File: config.mk
export PLATFORM = sky130hd
export DESIGN_NAME = lcd_timing_gen
export DESIGN_NICKNAME = d
export VERILOG_FILES = /design/src/rtl/lcdtg_pkg.sv /design/src/rtl/lcdtg_clkdiv.sv /design/src/rtl/lcdtg_phase.sv /design/src/rtl/lcdtg_cppump.sv /design/src/rtl/lcd_timing_gen.sv
export SDC_FILE = /design/constraint.sdc
export NUM_CORES = 1
export LEC_CHECK = 0
export ABC_AREA = 1
export BUFFER_PORTS_ARGS = -buffer_cell sky130_fd_sc_hd__buf_4
export CAP_MARGIN = 20
export CORE_MARGIN = 2
export CORE_UTILIZATION = 48
export CTS_BUF_LIST = sky130_fd_sc_hd__clkbuf_4
export DETAILED_ROUTE_END_ITERATION = 10
export GPL_ROUTABILITY_DRIVEN = 0
export GPL_TIMING_DRIVEN = 0
export PLACE_DENSITY_LB_ADDON = 0.25
export SYNTH_ARGS = -nofsm -noshare
export SYNTH_HDL_FRONTEND = slang
export SYNTH_SLANG_ARGS = --single-unit
export TNS_END_PERCENT = 20
File: constraint.sdc
create_clock -name clk -period 1.65 [get_ports clk]
set_clock_uncertainty 0.1 [all_clocks]
set_input_delay 0.165 -clock clk [delete_from_list [all_inputs] [get_ports clk]]
set_output_delay 0.165 -clock clk [all_outputs]
set_load 0.01 [all_outputs]
File: src/rtl/lcdtg_pkg.sv
package lcdtg_pkg;

    localparam int MUX_W  = 3;
    localparam int MDIV_W = 7;

    typedef enum logic [1:0] {
        CP_OFF   = 2'd0,
        CP_GAP   = 2'd1,
        CP_DRIVE = 2'd2
    } cp_state_e;

    // Fixed second divide factor selected by the multiplex mode.
    function automatic logic [MDIV_W-1:0] mux_divider(input logic [MUX_W-1:0] m);
        logic [MDIV_W-1:0] r;
        case (m)
            3'd0:    r = 7'd64;
            3'd1:    r = 7'd32;
            3'd2:    r = 7'd16;
            3'd3:    r = 7'd16;
            3'd4:    r = 7'd12;
            default: r = 7'd8;
        endcase
        return r;
    endfunction

endpackage

File: src/rtl/lcdtg_clkdiv.sv
module lcdtg_clkdiv
    import lcdtg_pkg::*;
#(
    parameter int DIV_W = 4
) (
    input  logic             clk,
    input  logic             rst_n,
    input  logic [MUX_W-1:0] mux_sel,
    input  logic [DIV_W-1:0] lcd_div,
    output logic             restart,
    output logic             lcd_stb,
    output logic [MUX_W-1:0] mux_q
);

    logic [DIV_W-1:0]  div_q;
    logic [DIV_W-1:0]  pre_cnt;
    logic [MDIV_W-1:0] mux_cnt;
    logic [MDIV_W-1:0] mdiv;
    logic              pre_last;
    logic              mux_last;

    // Shadow copies of the configuration detect a change one edge early.
    assign restart  = (mux_sel != mux_q) || (lcd_div != div_q);
    assign mdiv     = mux_divider(mux_q);
    assign pre_last = (pre_cnt == div_q);
    assign mux_last = (mux_cnt == (mdiv - MDIV_W'(1)));
    assign lcd_stb  = !restart && pre_last && mux_last;

    always_ff @(posedge clk or negedge rst_n) begin
        if (!rst_n) begin
            mux_q   <= '0;
            div_q   <= '0;
            pre_cnt <= '0;
            mux_cnt <= '0;
        end else begin
            mux_q <= mux_sel;
            div_q <= lcd_div;
            if (restart) begin
                pre_cnt <= '0;
                mux_cnt <= '0;
            end else if (pre_last) begin
                pre_cnt <= '0;
                mux_cnt <= mux_last ? '0 : mux_cnt + MDIV_W'(1);
            end else begin
                pre_cnt <= pre_cnt + DIV_W'(1);
            end
        end
    end

endmodule

File: src/rtl/lcdtg_phase.sv
module lcdtg_phase
    import lcdtg_pkg::*;
#(
    parameter int BLK_W = 3
) (
    input  logic             clk,
    input  logic             rst_n,
    input  logic             restart,
    input  logic             lcd_stb,
    input  logic [MUX_W-1:0] mux_q,
    input  logic [BLK_W-1:0] blk_pre,
    input  logic             blk_en,
    output logic [MUX_W-1:0] com_idx,
    output logic             com_pol,
    output logic             frame_stb,
    output logic             blk_gate
);

    localparam int BCNT_W = 1 << BLK_W;

    logic [BCNT_W-1:0] bcnt;
    logic [BCNT_W-1:0] bterm;
    logic              bclk;
    logic              wrap;

    assign wrap      = (com_idx == mux_q);
    assign frame_stb = lcd_stb && wrap && com_pol;
    assign bterm     = (BCNT_W'(1) << blk_pre) - BCNT_W'(1);
    assign blk_gate  = !blk_en || bclk;

    always_ff @(posedge clk or negedge rst_n) begin
        if (!rst_n) begin
            com_idx <= '0;
            com_pol <= 1'b0;
            bcnt    <= '0;
            bclk    <= 1'b1;
        end else if (restart) begin
            com_idx <= '0;
            com_pol <= 1'b0;
            bcnt    <= '0;
            bclk    <= 1'b1;
        end else begin
            if (lcd_stb) begin
                if (wrap) begin
                    com_idx <= '0;
                    com_pol <= !com_pol;
                end else begin
                    com_idx <= com_idx + MUX_W'(1);
                end
            end
            if (frame_stb) begin
                if (bcnt >= bterm) begin
                    bcnt <= '0;
                    bclk <= !bclk;
                end else begin
                    bcnt <= bcnt + BCNT_W'(1);
                end
            end
        end
    end

endmodule

File: src/rtl/lcdtg_cppump.sv
module lcdtg_cppump
    import lcdtg_pkg::*;
#(
    parameter int CP_W = 3
) (
    input  logic            clk,
    input  logic            rst_n,
    input  logic            cp_en,
    input  logic [CP_W-1:0] cp_sel,
    output logic [3:0]      cp_ph
);

    cp_state_e       state;
    cp_state_e       nstate;
    logic [CP_W-1:0] cnt;
    logic [1:0]      idx;
    logic            tick;

    assign tick = (cnt >= cp_sel);

    always_comb begin
        nstate = state;
        unique case (state)
            CP_OFF:   if (cp_en) nstate = CP_GAP;
            CP_GAP:   if (!cp_en) nstate = CP_OFF; else if (tick) nstate = CP_DRIVE;
            CP_DRIVE: if (!cp_en) nstate = CP_OFF; else if (tick) nstate = CP_GAP;
            default:  nstate = CP_OFF;
        endcase
    end

    always_ff @(posedge clk or negedge rst_n) begin
        if (!rst_n) state <= CP_OFF;
        else        state <= nstate;
    end

    always_ff @(posedge clk or negedge rst_n) begin
        if (!rst_n) begin
            cnt <= '0;
            idx <= 2'd3;
        end else begin
            if (state == CP_OFF || nstate != state) cnt <= '0;
            else                                    cnt <= cnt + CP_W'(1);
            if (state == CP_OFF)                         idx <= 2'd3;
            else if (state == CP_GAP && nstate == CP_DRIVE) idx <= idx + 2'd1;
        end
    end

    always_comb begin
        cp_ph = 4'b0000;
        if (state == CP_DRIVE) cp_ph = 4'b0001 << idx;
    end

endmodule

File: src/rtl/lcd_timing_gen.sv
module lcd_timing_gen
    import lcdtg_pkg::*;
#(
    parameter int DIV_W = 4,
    parameter int BLK_W = 3,
    parameter int CP_W  = 3
) (
    input  logic             clk,
    input  logic             rst_n,
    input  logic [2:0]       mux_sel,
    input  logic [DIV_W-1:0] lcd_div,
    input  logic [BLK_W-1:0] blk_pre,
    input  logic             blk_en,
    input  logic [CP_W-1:0]  cp_sel,
    input  logic             cp_en,
    output logic             lcd_stb,
    output logic             frame_stb,
    output logic [2:0]       com_idx,
    output logic             com_pol,
    output logic             blk_gate,
    output logic [3:0]       cp_ph
);

    logic             restart;
    logic [MUX_W-1:0] mux_q;

    lcdtg_clkdiv #(.DIV_W(DIV_W)) u_div (
        .clk     (clk),
        .rst_n   (rst_n),
        .mux_sel (mux_sel),
        .lcd_div (lcd_div),
        .restart (restart),
        .lcd_stb (lcd_stb),
        .mux_q   (mux_q)
    );

    lcdtg_phase #(.BLK_W(BLK_W)) u_phase (
        .clk       (clk),
        .rst_n     (rst_n),
        .restart   (restart),
        .lcd_stb   (lcd_stb),
        .mux_q     (mux_q),
        .blk_pre   (blk_pre),
        .blk_en    (blk_en),
        .com_idx   (com_idx),
        .com_pol   (com_pol),
        .frame_stb (frame_stb),
        .blk_gate  (blk_gate)
    );

    lcdtg_cppump #(.CP_W(CP_W)) u_cp (
        .clk    (clk),
        .rst_n  (rst_n),
        .cp_en  (cp_en),
        .cp_sel (cp_sel),
        .cp_ph  (cp_ph)
    );

endmodule

==> metrics.md, run 1 <==
| Metric | Value |
|---|---|
| Run status | `finished, violations left` |
| Violated checks | `setup timing` |
| Compound-Gate Fraction of Synth Area | `0.0588` |
| Syn. warnings | `0` |
| Register area share after synthesis | `0.404` |
| Tcrit/Tclk final | `1.22` |
| Antenna-violating nets left | `0` |
| Hold WS | `0.203 ns` |
| # diodes | `0` |
| Antenna violations before repair | `0` |
| Yosys cell types | `28` |
| Worst path required time | `1.38 ns` |
| Via density | `4.90` |
| I/O Buffers | `27` |
| Simple-gate share of the synthesized area | `0.254` |
| Slew Limit Fails | `0` |
| GR Layer Usage met3 | `0.0420` |
| Final setup viols | `22` |
| Commonest cells after routing, fill and taps aside | `nand2_1 (64), buf_4 (42), dfrtp_1 (32)` |
| Residual DRC count | `0` |
| H-tree level count | `2` |
| Post-Synth Adder-Cell Area | `0.106` |
| Clock root cell | `clkbuf_4` |
| Full die area | `0.00550 mm2` |
| Post-Route WL | `4930 um` |
| F_max | `495 MHz` |
| Worst-path clk slew | `0.12 ns` |
| Avg Synthesized Cell Area | `7.98 um2` |
| RSZ-0062 raised after global routing | `true` |
| Xor/xnor share of the synthesized area | `0.0964` |
| Die width | `74.2 um` |
| Max FO, Critical Path | `5` |
| CTS tree | `built` |
| Reg2Reg Depth | `10` |
| Top_reg_cell synth | `dfrtp_1` |
| Hold Path Class | `in2async` |
| Syn_nets | `333` |
| DRT Pass-1 Iters | `4` |
| Initial Utilization | `0.500` |
| HPWL Detailed | `3240 um` |
| Die Ht | `74.2 um` |
| Gr usage total | `0.188` |
| Largest family of logic cells by synthesized area | `simple AND/OR/NAND/NOR gates` |
| Layout cells sized above 1 | `0.283` |
| Min cycle time layout | `2.02 ns` |
| Area of the multi-input gates | `0.00132 mm2` |
| Grt met1 use | `0.233` |
| FP Rows | `25` |
| Fill cells | `419` |
| Multiplexer share of the synthesized area | `0` |
| R2r startpoint | `u_div.mux_q[1]$_DFF_PN0_` |
| EDFF count, synth | `0` |
| Data arrival, critical path | `1.76 ns` |
| Cts bufs inserted | `5` |
| DR iter-0 viols | `115` |
| # IOs | `28` |
| Post-synth ARST share | `1.00` |
| Worst setup margin | `-0.371 ns` |
| Post-Syn Instances | `296` |
| Fin util | `0.645` |
| Peak supply drop | `477 uV` |
| Post-DR wirelength/cell | `11.6 um` |
| MaxCap Viol Count | `0` |
| Setup TNS | `-4.05 ns` |
| Setup CP Type | `reg2out` |
| Top Usage Layer GRT | `met2` |
| TritonCTS Sinks | `38` |
| Flop2flop setup slack | `-0.21 ns` |
| Crit path launch type | `flip-flop` |
| Core footprint | `0.00472 mm2` |
| Post-synth top area share | `0.371` |
| Crit. End Element | `output pin` |
| Power per cell area | `547 mW/mm2` |
| Clock tree buffer depth | `2` |
| Clock latency on the worst-skew pair | `0.36 ns` |
| GRT overflow | `0` |
| M2 GR Usage | `0.318` |
| Leak | `1.56 nW` |
| Mapped cell area | `0.00236 mm2` |
| DR vias | `2076` |
| Largest net degree at the start of global routing | `39` |
| Tot Pwr | `1.66 mW` |
| Area delta synth->final | `28.9%` |
| FF/Latch Area | `958 um2` |
| Reg-to-reg endpoint | `u_phase.bclk$_DFFE_PN1P_` |
| First-pass GRT wire length | `7980 um` |
| Post-synth top area cell | `dfrtp_1` |
| Top cells by area, synth | `dfrtp_1 (37%), nand2_1 (11%), ha_1 (11%), inv_1 (6.5%), nor2_1 (5.2%)` |
| #FFs+latches synth | `38` |
| Number of global-route vias before repair | `1911` |
| Nets@finish | `393` |
| Commonest non-fill, non-tap cell in the layout | `nand2_1` |
| Final Hold Viols | `0` |
| Setup slack at placement | `-0.165 ns` |
layout make-up:
class / instances / share of cell area
multi-input combinational: 212 / 0.433
sequential: 38 / 0.315
timing repair buffer: 53 / 0.141
inverter: 44 / 0.0567
tap: 67 / 0.0275
clock buffer: 5 / 0.0123
buffer: 2 / 0.0103
clock inverter: 3 / 0.00534
report_power, final:
part	switching [mW]	total [mW]	internal, mW
Sequential	0.0229	0.977	0.954
Combinational	0.109	0.204	0.0958
Clock	0.325	0.483	0.158
Total	0.456	1.66	1.21
logic make-up after synthesis:
group / Yosys count
other: 1
buffers and inverters: 46
DFF: 38
AOI/OAI and AO/OA: 25
and+or+nand+nor: 140
xor gates and xnor gates: 26
adders and majority gates: 20
synth_stat cells, drive strengths merged (2+ instances only):
| master | instances |
|---|---|
| o21ai | 10 |
| xnor2 | 12 |
| ha | 20 |
| buf | 2 |
| nand4 | 3 |
| a21oi | 7 |
| xor2 | 14 |
| o22ai | 5 |
| nor3 | 8 |
| dfstp | 3 |
| dfrtp | 35 |
| nor2 | 38 |
| nand2 | 73 |
| nand3 | 17 |
| inv | 44 |
timing repair:
item	in CTS	in global routing
gates cloned	0	1
hold buffers	9	0
endpoints found under the setup margin	30	36
gates resized for setup	19	28
hold endpoints to repair	45	0
setup buffers	7	9
pin swaps	6	11
through the flow:
stage / area, um2 / cells
after CTS: 2890 / 414
after floorplan: 2370 / 296
after global routing: 3050 / 424
after global placement: 2660 / 390
final: 3050 / 424
after detailed placement: 2660 / 390
routing by layer:
metal	routed length, um	vias to the layer above
met5	0	-
met2	2480	45
met4	66	0
met1	2190	966
met3	188	6
li1	-	1059
registers in the layout, indices dropped and copies added (netlist names):
name / cells
u_phase.bclk: 1
u_phase.com_idx: 3
u_div.mux_q: 3
u_phase.com_pol: 1
u_div.mux_cnt: 7
u_div.pre_cnt: 4
u_div.div_q: 4
u_cp.idx: 2
u_cp.cnt: 3
u_phase.bcnt: 8
u_cp.state: 2
worst max-delay path by stage:
| stage | from | to | slack [ns] | depth (start not counted) |
|---|---|---|---|---|
| 6_report | u_div.mux_q[1]$_DFF_PN0_ | frame_stb | -0.37 | 6 |
| 3_3_place_gp | u_phase.bcnt[5]$_DFFE_PN0P_ | u_phase.bclk$_DFFE_PN1P_ | -0.14 | 10 |
| 3_5_place_dp | u_phase.bcnt[2]$_DFFE_PN0P_ | u_phase.bclk$_DFFE_PN1P_ | -0.17 | 12 |
| 2_1_floorplan | u_phase.bcnt[1]$_DFFE_PN0P_ | u_phase.bclk$_DFFE_PN1P_ | -0.01 | 12 |
| 4_1_cts | u_div.mux_q[1]$_DFF_PN0_ | lcd_stb | -0.36 | 10 |
| 5_1_grt | u_div.mux_q[1]$_DFF_PN0_ | frame_stb | -0.47 | 10 |
worst max-delay path, cell delays in order (launching register included):
cell and delay, ns:
dfrtp_2 0.48, buf_4 0.15, xnor2_1 0.13, and3_1 0.32
nand4_4 0.13, inv_2 0.08, buf_6 0.10
No activity file was read; power rests on OpenSTA's default activity.
==> run 2, diff against run 1 <==
Settings changed: CORE_UTILIZATION 48 to 39, RECOVER_POWER set to 100.
==> run 2 against run 1 <==
The run still ends with setup timing left. Final area fell by 1.2%. Clock-buffer cell count is the same. Non-clock buffer count is 2 lower. Global-route usage fell by 3.5 points. Sequential power hardly changed. Worst hold slack better by 0.091 ns. Register-to-register slack better by 0.02 ns. First-iteration DRC count fell by 11%. Critical endpoint unchanged.
==> metrics.md, run 2 (synthesis results as in run 1) <==
| Metric | Value |
|---|---|
| Worst path required time | `1.38 ns (about the same)` |
| Antenna violations before repair | `0 (unchanged)` |
| Layout cells sized above 1 | `0.251 (-0.0322)` |
| Area delta synth->final | `27.4%` |
| HPWL Detailed | `3240 um (about the same)` |
| Post-DR wirelength/cell | `10.6 um (-8.9%)` |
| Flop2flop setup slack | `-0.19 ns (+0.02 ns)` |
| Power per cell area | `549 mW/mm2 (+0.46%)` |
| Core footprint | `0.00589 mm2 (+25%)` |
| Fill cells | `590 (+41%)` |
| DR iter-0 viols | `102 (-11%)` |
| Hold Path Sink | `u_cp.state[0]$_DFF_PN0_` |
| Most flop-heavy register | `u_phase.bcnt` |
| Nets@finish | `391 (-0.51%)` |
| Initial Utilization | `0.401 (-0.0988)` |
| DR vias | `2021 (-2.6%)` |
| Largest net degree at the start of global routing | `39 (unchanged)` |
| R2r startpoint | `u_div.mux_q[1]$_DFF_PN0_` |
| Residual DRC count | `0 (unchanged)` |
| Leak | `1.50 nW (-3.9%)` |
| Via density | `4.70 (-4.0%)` |
| Hold Path Class | `in2reg` |
| Commonest cells after routing, fill and taps aside | `nand2_1 (62), inv_1 (32), dfrtp_1 (32)` |
| Tcrit/Tclk final | `1.20 (-0.0272)` |
| Reg2Reg Depth | `12 (+2)` |
| Die width | `81.8 um (+10%)` |
| Slew Limit Fails | `0 (unchanged)` |
| F_max | `506 MHz (+2.3%)` |
| Biggest regs | `u_phase.bcnt: 8 flops, u_div.mux_cnt: 7 flops` |
| Full die area | `0.00670 mm2 (+22%)` |
| GRT overflow | `0 (unchanged)` |
| Antenna-violating nets left | `0 (unchanged)` |
| FP Rows | `28 (+12%)` |
| Worst hold stages | `7` |
| # diodes | `0 (unchanged)` |
| Clock tree buffer depth | `2 (unchanged)` |
| Setup CP Type | `reg2out` |
| CTS tree | `built` |
| Crit path launch type | `flip-flop` |
| RSZ-0062 raised after global routing | `true` |
| Gr usage total | `0.153 (-0.0346)` |
| Worst setup margin | `-0.326 ns (+0.0449 ns)` |
| # IOs | `28 (unchanged)` |
| Hold path start | `cp_sel[2]` |
| Commonest non-fill, non-tap cell in the layout | `nand2_1` |
| DRT Pass-1 Iters | `4 (unchanged)` |
| Post-Route WL | `4550 um (-7.6%)` |
| Worst Max-Slew Pin Slew | `0.965 ns` |
| Relative slew slack | `0.357` |
| Final setup viols | `22 (unchanged)` |
| Cts bufs inserted | `5 (unchanged)` |
| Final Hold Viols | `0 (unchanged)` |
| Clock root cell | `clkbuf_4` |
| Violated checks | `setup timing` |
| Fin util | `0.511 (-0.133)` |
| I/O Buffers | `27 (unchanged)` |
| Run status | `finished, violations left` |
| Reg-to-reg endpoint | `u_phase.bclk$_DFFE_PN1P_` |
| MaxCap Viol Count | `0 (unchanged)` |
| H-tree level count | `2 (unchanged)` |
| Data arrival, critical path | `1.71 ns (-0.05 ns)` |
| First-pass GRT wire length | `7970 um (-0.18%)` |
| Min cycle time layout | `1.98 ns (-0.0449 ns)` |
| Max FFs per register | `8 (unchanged)` |
| Clock latency on the worst-skew pair | `0.35 ns (about the same)` |
| Peak supply drop | `300 uV (-37%)` |
| Setup slack at placement | `-0.201 ns (-0.0356 ns)` |
| Die Ht | `81.8 um (+10%)` |
| Crit. End Element | `output pin` |
| TritonCTS Sinks | `38 (unchanged)` |
| Number of global-route vias before repair | `1834 (-4.0%)` |
| Worst-path clk slew | `0.12 ns (about the same)` |
| Max FO, Critical Path | `5 (unchanged)` |
-- run 2: cell count changes in the layout (fill, tap and decap cells not counted), moves of 2 or more --
cell / change
clkbuf_1: +9
buf_6: +2
buf_4: -15
ha_1: +2
nand2_2: +2
nand2_1: -2
inv_1: +2
-- run 2: final cells by class --
cell class / instances / area, um2 / share of cell area
inverter: 44 / 170 / 0.0565
tap: 75 / 93.8 / 0.0312
buffer: 1 / 11.3 / 0.00374
timing repair buffer: 52 / 404 / 0.134
clock inverter: 3 / 16.3 / 0.00540
sequential: 38 / 958 / 0.318
multi-input combinational: 212 / 1320 / 0.438
clock buffer: 5 / 37.5 / 0.0125
-- run 2: per-layer routing --
layer	routed length (um)	share of wire	global-route usage	up-vias
li1	-	-	-	1048
met1	2250	0.49	0.206	931
met2	2050	0.45	0.242	37
met3	192	0.042	0.0352	5
met4	65	0.014	0.0517	0
met5	0	0	0	-
-- run 2: worst max path at each step --
| stage | start | endpoint | slack, ns | cells after the start |
|---|---|---|---|---|
| floorplan | u_phase.bcnt[1]$_DFFE_PN0P_ | u_phase.bclk$_DFFE_PN1P_ | -0.01 | 12 |
| global placement | u_div.mux_cnt[0]$_DFFE_PN0P_ | u_div.mux_cnt[1]$_DFFE_PN0P_ | -0.17 | 8 |
| detailed placement | u_div.mux_cnt[0]$_DFFE_PN0P_ | u_div.mux_cnt[1]$_DFFE_PN0P_ | -0.20 | 8 |
| finish | u_div.mux_q[1]$_DFF_PN0_ | frame_stb | -0.33 | 9 |
| global route | u_div.mux_cnt[0]$_DFFE_PN0P_ | frame_stb | -0.45 | 10 |
| CTS | u_div.mux_q[1]$_DFF_PN0_ | frame_stb | -0.38 | 10 |
-- run 2: timing repair --
item / in CTS / in global routing
gates cloned: 1 / 0
pin swaps: 6 / 17
gates resized for setup: 19 / 26
endpoints found under the hold margin: 44 / 0
hold buffers: 9 / 0
setup buffers: 12 / 4
endpoints found under the setup margin: 30 / 35
-- run 2: per-stage QoR --
stage	hold slack [ns]	setup TNS, ns	instances	power, mW	area [um2]
4_1_cts	0.212	-2.87	426	1.67	2940
3_3_place_gp	0.0664	-2.80	398	1.16	2670
6_report	0.295	-3.21	430	1.65	3010
5_1_grt	0.302	-7.01	430	1.75	3010
3_5_place_dp	0.0657	-3.12	398	1.16	2670
2_1_floorplan	-0.231	-0.0125	296	1.08	2370
-- run 2: report_power, final --
part	total [mW]	internal [mW]	switching, mW	leakage, nW
Sequential	0.974	0.953	0.0210	0.497
Clock	0.477	0.159	0.319	0.0286
Combinational	0.201	0.0927	0.108	0.978
-- run 2: critical path, cell delays in order (launching register included) --
cell and delay (ns):
dfrtp_1 0.45, buf_4 0.16, nor2_4 0.11, nand3_1 0.08
nand2_1 0.08, nand2_2 0.07, nor2_4 0.15, nand4_4 0.09
inv_2 0.07, buf_6 0.10
